--- src/rtl/rxq_pkg.sv ---
package rxq_pkg;
  parameter int DATA_W = 8;

  typedef struct packed {
    logic brk;
    logic frm;
    logic par;
  } errFlags_t;

  typedef struct packed {
    logic [DATA_W-1:0] data;
    errFlags_t         flags;
  } rxEntry_t;

  // bit0 blockMode, bit1 irqOnFull, bit2 rxFlow, bit3 txFlow
  typedef struct packed {
    logic txFlow;
    logic rxFlow;
    logic irqOnFull;
    logic blockMode;
  } rxCfg_t;

  typedef struct packed {
    logic push;
    logic pop;
    logic topArrive;
    logic arriveFromInput;
    logic clrAcc;
    logic setOverrun;
  } ctlStrobe_t;
endpackage

--- src/rtl/rxq_control.sv ---
module rxq_control
  import rxq_pkg::*;
#(
  parameter int DEPTH = 4,
  localparam int PTR_W = $clog2(DEPTH),
  localparam int CNT_W = PTR_W + 1
) (
  input  logic             clk,
  input  logic             rst_n,
  input  logic             charValid,
  input  logic             hostRead,
  input  logic             startBit,
  input  logic             clrErrors,
  input  logic             cfgWe,
  input  rxCfg_t           cfgIn,
  output ctlStrobe_t       ctl,
  output logic [PTR_W-1:0] wrPtr,
  output logic [PTR_W-1:0] rdPtr,
  output logic             empty,
  output logic             full,
  output rxCfg_t           cfgQ,
  output logic             rtsN
);
  logic [CNT_W-1:0] count;
  logic             flowActive;

  assign empty = (count == '0);
  assign full  = (count == CNT_W'(DEPTH));
  assign flowActive = cfgQ.rxFlow && !cfgQ.txFlow;

  always_comb begin
    ctl.push            = charValid && !full;
    ctl.pop             = hostRead && !empty;
    ctl.arriveFromInput = (count <= CNT_W'(1));
    ctl.topArrive       = (ctl.push && empty)
                        || (ctl.pop && count >= CNT_W'(2))
                        || (ctl.pop && ctl.push && count == CNT_W'(1));
    ctl.clrAcc          = clrErrors;
    ctl.setOverrun      = charValid && full;
  end

  always_ff @(posedge clk) begin
    if (!rst_n) begin
      count <= '0;
      wrPtr <= '0;
      rdPtr <= '0;
    end else begin
      if (ctl.push) wrPtr <= wrPtr + 1'b1;
      if (ctl.pop)  rdPtr <= rdPtr + 1'b1;
      case ({ctl.push, ctl.pop})
        2'b10:   count <= count + 1'b1;
        2'b01:   count <= count - 1'b1;
        default: count <= count;
      endcase
    end
  end

  always_ff @(posedge clk) begin
    if (!rst_n) begin
      cfgQ <= '0;
    end else if (cfgWe) begin
      cfgQ <= cfgIn;
    end
  end

  always_ff @(posedge clk) begin
    if (!rst_n) begin
      rtsN <= 1'b0;
    end else if (!flowActive) begin
      rtsN <= 1'b0;
    end else if (startBit && full) begin
      rtsN <= 1'b1;
    end else if (rtsN && !full) begin
      rtsN <= 1'b0;
    end
  end
endmodule

--- src/rtl/rxq_datapath.sv ---
module rxq_datapath
  import rxq_pkg::*;
#(
  parameter int DEPTH = 4,
  localparam int PTR_W = $clog2(DEPTH)
) (
  input  logic              clk,
  input  logic              rst_n,
  input  ctlStrobe_t        ctl,
  input  logic [PTR_W-1:0]  wrPtr,
  input  logic [PTR_W-1:0]  rdPtr,
  input  logic              empty,
  input  rxEntry_t          inEntry,
  input  logic              blockMode,
  output logic [DATA_W-1:0] outData,
  output errFlags_t         outFlags,
  output logic              overrunQ
);
  rxEntry_t         mem [DEPTH];
  errFlags_t        acc;
  errFlags_t        arriveFlags;
  errFlags_t        gated;
  logic [PTR_W-1:0] nextPtr;
  rxEntry_t         head;

  assign nextPtr     = rdPtr + 1'b1;
  assign head        = mem[rdPtr];
  assign arriveFlags = ctl.arriveFromInput ? inEntry.flags : mem[nextPtr].flags;
  assign gated       = ctl.topArrive ? arriveFlags : '0;

  always_ff @(posedge clk) begin
    if (ctl.push) mem[wrPtr] <= inEntry;
  end

  always_ff @(posedge clk) begin
    if (!rst_n) begin
      acc      <= '0;
      overrunQ <= 1'b0;
    end else begin
      acc <= ctl.clrAcc ? gated : (acc | gated);
      if (ctl.setOverrun)  overrunQ <= 1'b1;
      else if (ctl.clrAcc) overrunQ <= 1'b0;
    end
  end

  always_comb begin
    outData = empty ? '0 : head.data;
    if (blockMode)  outFlags = acc;
    else if (empty) outFlags = '0;
    else            outFlags = head.flags;
  end
endmodule

--- src/rtl/rxq_status_unit.sv ---
module rxq_status_unit
  import rxq_pkg::*;
#(
  parameter int DEPTH = 4,
  localparam int PTR_W = $clog2(DEPTH)
) (
  input  logic              clk,
  input  logic              rst_n,
  input  logic              charValid,
  input  logic [DATA_W-1:0] charData,
  input  logic              charBreak,
  input  logic              charFrame,
  input  logic              charParity,
  input  logic              startBit,
  input  logic              hostRead,
  input  logic              clrErrors,
  input  logic              cfgWe,
  input  logic [3:0]        cfgIn,
  output logic [DATA_W-1:0] rdData,
  output logic              rxReady,
  output logic              fifoFull,
  output logic              stBreak,
  output logic              stFrame,
  output logic              stParity,
  output logic              overrun,
  output logic              irq,
  output logic              rtsN
);
  ctlStrobe_t       ctl;
  logic [PTR_W-1:0] wrPtr;
  logic [PTR_W-1:0] rdPtr;
  logic             empty;
  rxCfg_t           cfgQ;
  rxEntry_t         inEntry;
  errFlags_t        outFlags;

  assign inEntry = '{data: charData, flags: '{brk: charBreak, frm: charFrame, par: charParity}};

  rxq_control #(.DEPTH(DEPTH)) u_ctl (
    .clk(clk), .rst_n(rst_n), .charValid(charValid), .hostRead(hostRead),
    .startBit(startBit), .clrErrors(clrErrors), .cfgWe(cfgWe), .cfgIn(rxCfg_t'(cfgIn)),
    .ctl(ctl), .wrPtr(wrPtr), .rdPtr(rdPtr), .empty(empty), .full(fifoFull),
    .cfgQ(cfgQ), .rtsN(rtsN)
  );

  rxq_datapath #(.DEPTH(DEPTH)) u_dp (
    .clk(clk), .rst_n(rst_n), .ctl(ctl), .wrPtr(wrPtr), .rdPtr(rdPtr),
    .empty(empty), .inEntry(inEntry), .blockMode(cfgQ.blockMode),
    .outData(rdData), .outFlags(outFlags), .overrunQ(overrun)
  );

  assign rxReady  = !empty;
  assign stBreak  = outFlags.brk;
  assign stFrame  = outFlags.frm;
  assign stParity = outFlags.par;
  assign irq      = cfgQ.irqOnFull ? fifoFull : rxReady;
endmodule

--- config.mk ---
export PLATFORM = sky130hd
export DESIGN_NAME = rxq_status_unit
export DESIGN_NICKNAME = d
export VERILOG_FILES = /design/src/rtl/rxq_pkg.sv /design/src/rtl/rxq_control.sv /design/src/rtl/rxq_datapath.sv /design/src/rtl/rxq_status_unit.sv
export SDC_FILE = /design/constraint.sdc
export NUM_CORES = 1
export LEC_CHECK = 0
export BUFFER_PORTS_ARGS = -buffer_cell sky130_fd_sc_hd__buf_2
export CAP_MARGIN = 20
export CORE_AREA = 4 4 89 91
export CTS_CLUSTER_SIZE = 40
export DETAILED_ROUTE_END_ITERATION = 10
export DIE_AREA = 0 0 93 95
export PLACE_DENSITY_LB_ADDON = 0.15
export RECOVER_POWER = 25
export SLEW_MARGIN = 10
export SYNTH_ARGS = -nofsm -noshare
export SYNTH_HDL_FRONTEND = slang
export SYNTH_SLANG_ARGS = --single-unit
export TNS_END_PERCENT = 20
--- constraint.sdc ---
create_clock -name clk -period 2.5 [get_ports clk]
set_input_delay 0.25 -clock clk [delete_from_list [all_inputs] [get_ports clk]]
set_output_delay 0.25 -clock clk [all_outputs]
set_load 0.01 [all_outputs]
# [After elaboration in Yosys (flattened, before gate mapping)]
# Memories as Yosys holds them, arrays and structs flattened. A register that Yosys moved wholly into a read port is not among the register bits.
# Cells that the tools add are included.
[totals] reg_bits=16 ram_bits=44 out_inout_bits=16 elab_cells=60 memories=1
[classes] n_addsub=4 magnitude_cmp=2 eq_ne=4 mux=16 bitwise=1 n_reduce_logical=20
[memory_table] memory="u_dp.mem" depth=4 width=11 rd=2 rd_ports_with_merged_regs=1 write_ports=1 line="rxq_datapath.sv:19" text="rxEntry_t mem [DEPTH];"
[ops] cell="3-bit 2-to-1 mux" count=5
[ops] cell="1-bit logical AND" count=10
[ops] cell="8-bit 2-to-1 mux" count=1
[ops] cell="1-bit 2-to-1 mux" count=7
[ops] cell="3-bit one-hot mux with 2 select lines" count=1
[ops] cell="2-bit nonzero test" count=3
[ops] cell="2-bit by 1-bit adder with 2-bit output, second input constant" count=2
[ops] cell="2-bit 2-to-1 mux" count=2
[ops] cell="3-bit by 1-bit adder with 3-bit output, second input constant" count=1
[ops] cell="3-bit by 1-bit equality test with 1-bit output, second input constant" count=1
[ops] cell="3-bit equality test, second input constant" count=1
[ops] cell="3-bit by 2-bit >= comparator with 1-bit output, second input constant" count=1
[ops] cell="3-bit by 1-bit less-or-equal comparator with 1-bit output, second input constant" count=1
[ops] cell="1-bit zero test" count=3
[ops] cell="3-bit zero test" count=1
[ops] cell="3-bit bitwise OR" count=1
[ops] cell="3-bit by 1-bit subtractor with 3-bit output, second input constant" count=1
[ops] cell="2-bit by 1-bit equality test with 1-bit output, second input constant" count=1
[ops] cell="2-bit equality test, second input constant" count=1
[ops] cell="1-bit logical OR" count=2
[ops] cell="2-bit AND reduction" count=1

# [Logic depth before layout (Yosys ltp)]
[logic_depth] word_depth=9 mapped_depth=8

# [By module]
# A second synthesis with hierarchy kept.
[unflattened] cells_unflattened=178 hier_area_um2=2656.3
[by_module_without_submodules] mod="rxq_datapath" instances=1 cells_each=104 area_each_um2=2008.2 seq_area_each_um2=1401.3
[by_module_without_submodules] mod="rxq_control" instances=1 cells_each=71 area_each_um2=635.6 seq_area_each_um2=240.2
[by_module_without_submodules] mod="rxq_status_unit" instances=1 cells_each=3 area_each_um2=12.5 seq_area_each_um2=0.0

# [Worst setup path after synthesis]
# No wires, ideal clock.
[synth_path] path_type="register to register" startpoint="register u_ctl.count[0]" endpoint="register u_ctl.count[2]" setup_ns=0.071 arrival_time_ns=1.889 slack_ns=0.540 stages_incl_launch_ff=9 synth_period_minus_slack_ns=1.960 cell_sequence="dfxtp_1 > inv_1 > ha_1 > nor2b_2 > nor2_1 > ha_1 > inv_1 > or3_1 > a21oi_1"
[synth_between] elab_chain_cells=5 word_cells_on_any_way=12
[synth_lines] item="start, declared" line="rxq_control.sv:24" text="logic [CNT_W-1:0] count;"
[synth_lines] item="start signal, assigned" line="rxq_control.sv:51" text="2'b10: count <= count + 1'b1;"
[synth_lines] item="start signal, assigned" line="rxq_control.sv:52" text="2'b01: count <= count - 1'b1;"
[synth_lines] item="start signal, assigned" line="rxq_control.sv:53" text="default: count <= count;"
[synth_lines] item="3-bit equality test or 3-bit zero test (tied branches)" line="rxq_control.sv:28, rxq_control.sv:27"
[synth_lines] item="1-bit zero test (on tied branches)" line="rxq_control.sv:32, rxq_control.sv:33"
[synth_lines] item="1-bit logical AND (on tied branches)" line="rxq_control.sv:32, rxq_control.sv:33"
[synth_lines] item="2-bit by 1-bit equality test with 1-bit output or 2-bit equality test (tied branches)" line="rxq_control.sv:50" text="case ({ctl.push, ctl.pop})"
[synth_lines] item="3-bit one-hot mux with 2 select lines or 2-bit nonzero test (tied branches)"
# Parallel ways exist; a longest one is shown, timed or not.
# A chain may end at the register's enable or synchronous reset.

# [Worst setup path after layout]
[layout_path] startpoint="register u_ctl.count[1]" endpoint="output rdData[1]"
[layout_between] elab_chain_cells=2
[layout_lines] item="3-bit zero test" line="rxq_control.sv:27" text="assign empty = (count == '0);"
[layout_lines] item="8-bit 2-to-1 mux" line="rxq_datapath.sv:47" text="outData = empty ? '0 : head.data;"
[layout_lines] item="end, declared" line="rxq_status_unit.sv:19" text="output logic [DATA_W-1:0] rdData,"
# Every way passes these cells.

==> impl_metrics.json <==
{
  "power.switching_mw": 1.00,
  "skew_ps": 8.18,
  "synth_top_family_by_area": "multiplexers",
  "worst_slew_pin_slew_ps": 481,
  "static-leakage-power_nw": 1.23,
  "fin_nets": 264,
  "synth_ff_type": "edfxtp_1",
  "clock_power_share_pct": 29.1,
  "path_max_fanout": 10,
  "dieWidth_um": 93,
  "coreArea_um2": 7140,
  "cts_resized": 0,
  "max_freq_mhz": 439,
  "vdd_drop_max_v": 0.000431,
  "wl_met2_mm": 2.57,
  "cts_setup_buffers": 0,
  "synth_fp_nets": 214,
  "synth-edff-count": 44,
  "root_buffer": "clkbuf_8",
  "fin_ws_ps": 224,
  "grt_max_degree": 18,
  "synth_compound_area_share_pct": 7.14,
  "worstSkewPairLatency_ps": 330,
  "synth.mux.area_fraction_pct": 14.2,
  "place_inst": 319,
  "drive_gt1_share_pct": 28.8,
  "crit_end": "rdData[1]",
  "r2r-end": "u_ctl.count[2]$_SDFFE_PN0P_",
  "start_util_pct": 38.1,
  "finalHoldViolCount": 0,
  "cp.required_ps": 2250,
  "r2r_slack_ps": 260,
  "cts_htree_levels": 3,
  "fillCellCount": 687,
  "yosys.area_share.simple_pct": 7.55,
  "power_frac_comb_pct": 30.3,
  "p_sw_share_pct": 30.8,
  "synth.area.top_cells": "edfxtp_1 (49%), dfxtp_1 (13%), mux4_2 (9.1%), ha_1 (5.1%), mux4_1 (2.9%)",
  "vias_per_cell": 4.81,
  "end_kind": "primary output",
  "r2r_cells": 8,
  "startpoint": "u_ctl.count[1]$_SDFFE_PN0P_",
  "grt_pass1_vias": 1710,
  "cap_violations": 0,
  "fin_total_pwr_mw": 3.25,
  "die_h_um": 95,
  "min_path_type": "input pin to flip-flop",
  "place_ws_ps": 266,
  "yosys.area.top_type": "edfxtp_1",
  "synth_cell_types": 34,
  "cp-start-kind": "flip-flop",
  "wl_per_cell_um": 15.9,
  "antenna_left": 0,
  "status": "finished, final reports clean",
  "drt-met1-wl_mm": 2.51,
  "ios": 38,
  "drt_iter0_markers": 87,
  "slew_violations": 0,
  "clk_pin_slew_ps": 70,
  "synthCells": 181,
  "internal-power_mw": 2.25,
  "syn2layout_area_growth_pct": 19.8,
  "num_rows": 31,
  "rsz0062_at_grt": "false",
  "fin_crit_sh_pct": 91.0,
  "wirelength_mm": 5.33,
  "drt-pass1-iter-count": 4,
  "grt_pass1_wl_mm": 8.87,
  "setup_violations": 0,
  "wl_met3_um": 227,
  "slew_headroom_pct": 67.7,
  "overflow": 0,
  "ys_ff_latch": 62,
  "synth.avg_cell_area_um2": 15.0,
  "cts_tree": "built",
  "fin_setup_tns_ps": 0,
  "power_frac_seq_pct": 40.6,
  "worstSetupPathType": "flip-flop to primary output",
  "min_period_ps": 2280,
  "antennaDiodeCount": 0,
  "critPathArrivalTime_ps": 2030,
  "postCtsHoldBufs": 0,
  "netlist_area_um2": 2720,
  "dieArea_um2": 8840,
  "gp_congestion": 0.777,
  "timing.rr.start": "u_ctl.count[1]$_SDFFE_PN0P_",
  "ys_async_sr_fraction_pct": 0,
  "synth_top_cell_area_share_pct": 48.6,
  "clockBufferDepth": 2,
  "dp_hpwl_mm": 3.63,
  "antenna_found_initial": 0,
  "synth-xor-area-share_pct": 0.967,
  "numPortBuffers": 37,
  "grt_use_total_pct": 13.6,
  "drcViolationCount": 0,
  "topRoutingLayerUsed": "met4",
  "powerDensity_nw_per_um2": 1000,
  "cts_buffers": 9,
  "synth_adder_area_share_pct": 5.07,
  "instances_no_fill": 335,
  "ys_seq_area_share_pct": 61.9,
  "vias": 1612,
  "yosys_warnings": 0,
  "cts.sinks": 62
}
==> layout by cell type, fill, tap and decap left out, types with 5 or more instances in the layout <==
cell / instances
inv_1: 13
a21oi_1: 7
buf_2: 29
nand2b_1: 5
dfxtp_1: 18
ha_1: 11
clkbuf_1: 9
nor2_1: 12
clkbuf_8: 9
and2_1: 12
mux4_2: 11
buf_4: 7
mux2i_1: 6
edfxtp_1: 44
==> stage by stage <==
stage,hold WS (ps),utilization (%),cell area [um^2]
2_1_floorplan,349,-,2720
3_3_place_gp,425,42.7,3050
3_5_place_dp,421,42.7,3050
4_1_cts,111,45.7,3260
5_1_grt,162,45.6,3250
6_report,153,45.6,3250
==> state kept, by name (all words and copies together) (netlist names), named ones only <==
name           flops
u_dp.mem          44
u_ctl.cfgQ         4
u_ctl.count        3
u_dp.acc           3
u_ctl.rdPtr        2
u_ctl.wrPtr        2
u_ctl.rtsN         1
u_dp.overrunQ      1
==> worst min-delay path by stage <==
stage / start / endpoint / slack [ps] / depth (start not counted)
6_report: cfgIn[0] / u_ctl.cfgQ[0]$_SDFFE_PN0P_ / 150 / 3
5_1_grt: charFrame / u_dp.mem[0][1]$_DFFE_PP_ / 160 / 1
4_1_cts: charData[5] / u_dp.mem[0][8]$_DFFE_PP_ / 110 / 1
3_5_place_dp: u_ctl.cfgQ[3]$_SDFFE_PN0P_ / u_ctl.rtsN$_SDFFE_PN0P_ / 420 / 1
3_3_place_gp: u_ctl.cfgQ[3]$_SDFFE_PN0P_ / u_ctl.rtsN$_SDFFE_PN0P_ / 420 / 1
2_1_floorplan: charParity / u_dp.mem[0][0]$_DFFE_PP_ / 350 / 0
==> cell families after synthesis <==
family          count (synthesis)
compound gates                 27
xor+xnor                        3
flops                          62
mux                            20
fa+ha+maj                      11
buf+inv                        20
simple gates                   38
==> layout make-up <==
class                      count  area, um^2  share of cell area [%]
sequential                    62        1680                    51.7
multi-input combinational     99         950                    29.2
timing repair buffer          44         228                    7.00
clock buffer                  10         128                    3.92
tap                           99         124                    3.81
clock inverter                 6        86.3                    2.65
inverter                      15        56.3                    1.73
==> power groups by stage <==
stage          clock [mW]  combinational, mW  sequential, mW
2_1_floorplan           0              0.705            1.30
3_3_place_gp            0               1.00            1.34
3_5_place_dp            0               1.00            1.35
4_1_cts             0.971               1.01            1.32
5_1_grt              1.02               1.11            1.34
6_report            0.945              0.987            1.32
==> synthesized netlist by cell type (4+ instances only) <==
master / n
a21oi_1: 7
and2_1: 12
dfxtp_1: 18
edfxtp_1: 44
ha_1: 11
inv_1: 13
mux2i_1: 6
mux4_2: 11
nand2b_1: 5
nor2_1: 12
o21ai_0: 4
==> critical path, cell delays in order (launching register included) <==
cell and delay, ps:
dfxtp_1 360, inv_1 120, ha_1 300, nor2b_2 340
inv_1 240, and2_1 210, buf_2 140
==> routing by layer <==
layer,vias to the layer above,global-route usage (%)
li1,789,-
met1,792,17.9
met2,29,21.4
met3,2,2.79
met4,0,6.59
met5,-,0
No activity file was read; power rests on OpenSTA's default activity.
